### src/rtl/dafilt_pkg.sv
package dafilt_pkg;
    localparam int MAC_BYTES = 6;
    localparam int MAC_W     = 8 * MAC_BYTES;
    localparam int PROM_BIT  = 4;

    typedef enum logic [1:0] {
        ST_IDLE,
        ST_HDR,
        ST_BODY
    } hdr_state_e;
endpackage

### src/rtl/dafilt_regs.sv
module dafilt_regs
    import dafilt_pkg::*;
#(
    parameter int NUM_ENTRIES = 16,
    parameter int CFG_AW      = 6
) (
    input  logic                                clk,
    input  logic                                rst_n,
    input  logic                                cfg_we,
    input  logic [CFG_AW-1:0]                   cfg_addr,
    input  logic [31:0]                         cfg_wdata,
    output logic [NUM_ENTRIES-1:0][MAC_W-1:0]   tbl_q,
    output logic [NUM_ENTRIES:0]                ctrl_q,
    output logic                                promisc_q
);
    localparam logic [CFG_AW-1:0] CTRL_ADDR = CFG_AW'(2 * NUM_ENTRIES);
    localparam logic [CFG_AW-1:0] MODE_ADDR = CFG_AW'(2 * NUM_ENTRIES + 1);

    always_ff @(posedge clk or negedge rst_n) begin
        if (!rst_n) begin
            for (int k = 0; k < NUM_ENTRIES; k++) begin
                tbl_q[k] <= '0;
            end
            ctrl_q    <= '0;
            promisc_q <= 1'b0;
        end else if (cfg_we) begin
            for (int k = 0; k < NUM_ENTRIES; k++) begin
                // even register: bytes 0,1 ; odd register: bytes 2..5
                if (cfg_addr == CFG_AW'(2 * k)) begin
                    tbl_q[k][MAC_W-1:32] <= cfg_wdata[15:0];
                end
                if (cfg_addr == CFG_AW'(2 * k + 1)) begin
                    tbl_q[k][31:0] <= cfg_wdata;
                end
            end
            if (cfg_addr == CTRL_ADDR) begin
                ctrl_q <= cfg_wdata[NUM_ENTRIES:0];
            end
            if (cfg_addr == MODE_ADDR) begin
                promisc_q <= cfg_wdata[PROM_BIT];
            end
        end
    end
endmodule

### src/rtl/dafilt_match.sv
module dafilt_match
    import dafilt_pkg::*;
#(
    parameter int NUM_ENTRIES = 16
) (
    input  logic [NUM_ENTRIES-1:0][MAC_W-1:0] tbl,
    input  logic [NUM_ENTRIES:0]              ctrl_word,
    input  logic [MAC_W-1:0]                  dst,
    output logic                              hit
);
    logic [NUM_ENTRIES-1:0] ent_hit;

    for (genvar k = 0; k < NUM_ENTRIES; k++) begin : g_ent
        // enable bits run in reverse order of the entries
        assign ent_hit[k] = ctrl_word[NUM_ENTRIES-1-k] && (tbl[k] == dst);
    end

    assign hit = ctrl_word[NUM_ENTRIES] && (|ent_hit);
endmodule

### src/rtl/dafilt_fsm.sv
module dafilt_fsm
    import dafilt_pkg::*;
#(
    parameter int MAX_FRAME = 1536
) (
    input  logic             clk,
    input  logic             rst_n,
    input  logic             rx_valid,
    input  logic [7:0]       rx_data,
    input  logic             rx_last,
    input  logic             hit,
    input  logic             promisc_on,
    output logic [MAC_W-1:0] dst_cand,
    output logic             dec_valid,
    output logic             dec_accept,
    output logic             rx_oversize
);
    localparam int              CNT_W    = $clog2(MAX_FRAME + 2);
    localparam logic [CNT_W-1:0] HDR_LAST = CNT_W'(MAC_BYTES - 1);
    localparam logic [CNT_W-1:0] OVR_IDX  = CNT_W'(MAX_FRAME);
    localparam logic [CNT_W-1:0] CNT_SAT  = CNT_W'(MAX_FRAME + 1);

    hdr_state_e             st_q, st_d;
    logic [MAC_W-9:0]       hdr_q;
    logic [CNT_W-1:0]       cnt_q;

    assign dst_cand = {hdr_q, rx_data};

    // next-state logic
    always_comb begin
        st_d = st_q;
        unique case (st_q)
            ST_IDLE: if (rx_valid && !rx_last) st_d = ST_HDR;
            ST_HDR: begin
                if (rx_valid) begin
                    if (rx_last)                 st_d = ST_IDLE;
                    else if (cnt_q == HDR_LAST)  st_d = ST_BODY;
                end
            end
            ST_BODY: if (rx_valid && rx_last) st_d = ST_IDLE;
            default: st_d = ST_IDLE;
        endcase
    end

    // state register
    always_ff @(posedge clk or negedge rst_n) begin
        if (!rst_n) st_q <= ST_IDLE;
        else        st_q <= st_d;
    end

    // datapath and outputs
    always_ff @(posedge clk or negedge rst_n) begin
        if (!rst_n) begin
            hdr_q       <= '0;
            cnt_q       <= '0;
            dec_valid   <= 1'b0;
            dec_accept  <= 1'b0;
            rx_oversize <= 1'b0;
        end else begin
            dec_valid   <= 1'b0;
            dec_accept  <= 1'b0;
            rx_oversize <= 1'b0;
            if (rx_valid) begin
                hdr_q <= {hdr_q[MAC_W-17:0], rx_data};
                if (cnt_q == OVR_IDX) begin
                    rx_oversize <= 1'b1;
                end
                if (rx_last) begin
                    cnt_q <= '0;
                end else if (cnt_q != CNT_SAT) begin
                    cnt_q <= cnt_q + CNT_W'(1);
                end
                if (st_q == ST_HDR && cnt_q == HDR_LAST) begin
                    dec_valid  <= 1'b1;
                    dec_accept <= promisc_on | hit;
                end else if (rx_last && st_q != ST_BODY) begin
                    dec_valid  <= 1'b1;
                    dec_accept <= 1'b0;
                end
            end
        end
    end
endmodule

### src/rtl/dst_addr_filter.sv
module dst_addr_filter
    import dafilt_pkg::*;
#(
    parameter  int NUM_ENTRIES = 16,
    parameter  int MAX_FRAME   = 1536,
    localparam int CFG_AW      = $clog2(2 * NUM_ENTRIES + 2)
) (
    input  logic              clk,
    input  logic              rst_n,
    input  logic              cfg_we,
    input  logic [CFG_AW-1:0] cfg_addr,
    input  logic [31:0]       cfg_wdata,
    input  logic              rx_valid,
    input  logic [7:0]        rx_data,
    input  logic              rx_last,
    output logic              dec_valid,
    output logic              dec_accept,
    output logic              rx_oversize
);
    logic [NUM_ENTRIES-1:0][MAC_W-1:0] tbl;
    logic [NUM_ENTRIES:0]              ctrl_word;
    logic                              promisc_on;
    logic [MAC_W-1:0]                  dst_cand;
    logic                              hit;

    dafilt_regs #(
        .NUM_ENTRIES (NUM_ENTRIES),
        .CFG_AW      (CFG_AW)
    ) u_regs (
        .clk       (clk),
        .rst_n     (rst_n),
        .cfg_we    (cfg_we),
        .cfg_addr  (cfg_addr),
        .cfg_wdata (cfg_wdata),
        .tbl_q     (tbl),
        .ctrl_q    (ctrl_word),
        .promisc_q (promisc_on)
    );

    dafilt_match #(
        .NUM_ENTRIES (NUM_ENTRIES)
    ) u_match (
        .tbl       (tbl),
        .ctrl_word (ctrl_word),
        .dst       (dst_cand),
        .hit       (hit)
    );

    dafilt_fsm #(
        .MAX_FRAME (MAX_FRAME)
    ) u_fsm (
        .clk         (clk),
        .rst_n       (rst_n),
        .rx_valid    (rx_valid),
        .rx_data     (rx_data),
        .rx_last     (rx_last),
        .hit         (hit),
        .promisc_on  (promisc_on),
        .dst_cand    (dst_cand),
        .dec_valid   (dec_valid),
        .dec_accept  (dec_accept),
        .rx_oversize (rx_oversize)
    );
endmodule

### config.mk
export PLATFORM = sky130hd
export DESIGN_NAME = dst_addr_filter
export DESIGN_NICKNAME = d
export VERILOG_FILES = /design/src/rtl/dafilt_pkg.sv /design/src/rtl/dafilt_regs.sv /design/src/rtl/dafilt_match.sv /design/src/rtl/dafilt_fsm.sv /design/src/rtl/dst_addr_filter.sv
export SDC_FILE = /design/constraint.sdc
export NUM_CORES = 2
export LEC_CHECK = 0
export BUFFER_PORTS_ARGS = -buffer_cell sky130_fd_sc_hd__buf_2
export CORE_ASPECT_RATIO = 0.5
export CORE_MARGIN = 2
export CORE_UTILIZATION = 60
export CTS_CLUSTER_DIAMETER = 30
export DETAILED_ROUTE_END_ITERATION = 10
export PLACE_DENSITY = 0.76
export SLEW_MARGIN = 20
export SYNTH_ARGS = -nofsm -noshare
export SYNTH_HDL_FRONTEND = slang
export SYNTH_SLANG_ARGS = --single-unit
### constraint.sdc
create_clock -name clk -period 6.4 [get_ports clk]
set_clock_uncertainty 0.2 [all_clocks]
set_input_delay 0.64 -clock clk [delete_from_list [all_inputs] [get_ports clk]]
set_output_delay 0.64 -clock clk [all_outputs]
set_load 0.01 [all_outputs]
==> impl_metrics.yaml <==
outcome:
  outcome: "finished with violations"
  violations: "design-rule violations"
hold_path:
  hp-class: "primary input to flop"
  holdCritStartpoint: "cfg_we"
power:
  fin_total_pwr_w: 0.0166
  p_comb_share_pct: 18.1
  ir_drop_uv: 244
  sequentialPowerShare_pct: 40.4
  p_per_area_nw_per_um2: 362
  cell_internal_pwr_w: 0.0116
  p_switching_w: 0.00502
  clock_power_share_pct: 41.5
  leakage_nw: 21.3
  switching_share_pct: 30.2
timing:
  rsz0062_at_grt: "false"
  finalSetupViolCount: 0
  max_freq_ghz: 0.273
  fin_crit_ns: 3.67
  drv_slew: 0
  post-route-period-util_pct: 57.3
  holdWs_ns: 0.181
  hold_violations: 0
  fin_tns_setup_ns: 0
  worstMarginPinSlew_ns: 1.25
  setup_ws_ns: 2.73
  slew_headroom_pct: 16.7
logic_synthesis:
  synth-seq-cells: 842
  ys_async_sr_fraction_pct: 100
  ys_types: 55
  synth_edf_count: 0
  yosysMostFrequentCell: "dfrtp_1"
  synth_ff_type: "dfrtp_1"
  synth.net_count: 3183
  syn-cell-area_um2: 40700
  yosys-top-cells-count: "dfrtp_1 (842), mux2_2 (799), xor2_1 (388)"
  synth.avg_cell_area_um2: 13.0
  yosysTopAreaCellShare_pct: 51.8
  synth_area_leader_cell: "dfrtp_1"
  synthCells: 3129
  yosysWarningCount: 0
  yosysSeqAreaShare_pct: 51.8
  synthTopCellsByArea: "dfrtp_1 (52%), mux2_2 (22%), xor2_1 (8.3%), xnor2_1 (7.4%), buf_2 (1.7%)"
global_routing:
  antenna_found_initial: 10
  grt_max_degree: 166
  globalRouteTotalUtil_pct: 40.4
  grt_util_met1_pct: 57.8
  grt.overflow.total: 0
  grt_util_met3_pct: 13.1
  grt_pass1_wl_um: 201000
  groute.layer.met2.usage_pct: 56.0
  gr-max-usage-layer: "met1"
  grt_pass1_vias: 27900
cells_and_area:
  post-route-util_pct: 68.5
  layout-drive-gt1-share_pct: 36.0
  multi_input_area_um2: 18400
  final_nets: 3196
  seq_area_um2: 21100
  area_growth_pct: 12.8
  nFillCells: 4666
clocking:
  clk_latency_ns: 0.71
  cts_tree: "built"
  cts.sinks: 842
  cts_buffer_depth: 3
  cts_buffers: 114
  clk_pin_slew_ns: 0.06
  cts_root_buf: "clkbuf_16"
  cts.htree.levels: 3
  post_cts_resized: 0
die:
  dieArea_um2: 70100
  rows: 67
  die_w_um: 372
  io_pins: 54
  die_y_um: 188
  core_area_um2: 67100
  start_util_pct: 60.7
critical_path:
  r2r_start: "u_fsm.hdr_q[24]$_DFFE_PN0P_"
  cpMaxStageDelayCell: "dfrtp_1"
  cp-start-kind: "flop"
  path_cells: "buf_4, xnor2_1, nand4_1, nor4_1, nand4_1, o22ai_1, nor4b_1, a21oi_1"
  cp_common_cell: "nand4_1"
  slowest_delay_ns: 0.94
  arrival_ns: 4.09
  required_ns: 6.82
  startpoint: "u_fsm.hdr_q[24]$_DFFE_PN0P_"
  cp_max_fo: 10
  crit_type: "flop to flop"
  endpoint_kind: "flop"
routing:
  ant_nets: 0
  avgViaCountPerCell: 6.72
  drtIter0Drc: 4106
  vias: 27800
  routedWlPerCell_um: 33.6
  drcViolationCount: 3
  wirelength_um: 139000
  drt_first_pass_iters: 11
place:
  place_ws_ns: 2.88
  io_buffer_count: 53
  place.gp.congestion: 0.939
  dp_hpwl_um: 79600
run:
  drv_cap: 0
critical path: cells and delay by family (launching register included):
family,cells,cell delay [ns]
xor+xnor,1,0.15
buf+inv,1,0.43
simple gates,4,1.15
compound gates,2,0.68
flops,1,0.94
logic make-up (layout without fill, tap and decap cells):
family / Yosys count / in the layout / synth area share [%]
DFF: 842 / 842 / 51.8
muxes: 802 / 802 / 22.2
xor gates and xnor gates: 733 / 733 / 15.8
and+or+nand+nor: 383 / 383 / 5.49
buffers and inverters: 280 / 393 / 3.25
AOI/OAI and AO/OA: 86 / 86 / 1.45
adders and majority gates: 3 / 3 / 0.0922
other: 0 / 4 / 0
power by group through the flow:
stage | sequential, W | combinational, W | clock, W
after global routing | 0.00677 | 0.00315 | 0.00718
after global placement | 0.00672 | 0.00285 | 0
after detailed placement | 0.00676 | 0.00289 | 0
after CTS | 0.00668 | 0.00293 | 0.00692
final | 0.00671 | 0.00301 | 0.00690
after floorplan | 0.00647 | 0.00205 | 0
flip-flops by register name, summed over array words and instances (netlist names):
name and flops:
u_regs.tbl_q 768, u_fsm.cnt_q 11, u_fsm.dec_valid 1, u_fsm.st_q 2
u_fsm.hdr_q 40, u_regs.ctrl_q 17, u_regs.promisc_q 1, u_fsm.dec_accept 1
u_fsm.rx_oversize 1
cell type report:
type | count | area share (%)
flip-flops and latches | 842 | 45.9
multi-input cells | 2007 | 40.0
clock buffers | 126 | 6.46
clock inverters | 90 | 2.59
well taps | 897 | 2.44
repair buffers | 142 | 2.33
inverters | 35 | 0.286
diodes | 4 | 0.0218
cells in the final DEF, fill, tap and decap left out, drive strengths merged, types with 6 or more instances in the layout:
cell,count
xnor2,345
dfrtp,842
or4,6
nand2,50
nand3,18
clkinvlp,19
a21oi,8
o22ai,10
mux2,802
buf,140
o2bb2ai,9
nor2,31
inv,53
nor3,24
xor2,388
bufinv,21
nand4,111
o21ai,31
nor4,111
nand2b,7
clkbuf,126
clkinv,32
metal layers:
metal	vias to the layer above	wire, um
li1	10900	-
met1	14500	55200
met2	2006	57500
met3	471	19100
met4	4	7360
met5	-	19
through the flow:
step,cell area (um2),cells
3_3_place_gp,41700,3918
6_report,45900,4143
5_1_grt,45900,4140
3_5_place_dp,41700,3918
2_1_floorplan,40700,3129
4_1_cts,45800,4136
what timing repair did:
action	4_1_cts	5_1_grt
endpoints found under the hold margin	106	0
setup buffers	0	0
hold buffers	2	0
worst paths after layout:
path	to	slack (ns)	cells after the start
worst min register to register	u_fsm.st_q[0]$_DFFE_PN0P_	0.26	1
worst max register to register	u_fsm.dec_accept$_DFF_PN0_	2.73	8
min in group asynchronous	u_regs.tbl_q[727]$_DFFE_PN0P_	0.44	2
max in group asynchronous	u_regs.tbl_q[372]$_DFFE_PN0P_	3.96	3
worst max-delay path	u_fsm.dec_accept$_DFF_PN0_	2.73	8
worst min-delay path	u_regs.promisc_q$_DFFE_PN0P_	0.18	3
(Power assumes the default switching activity.)
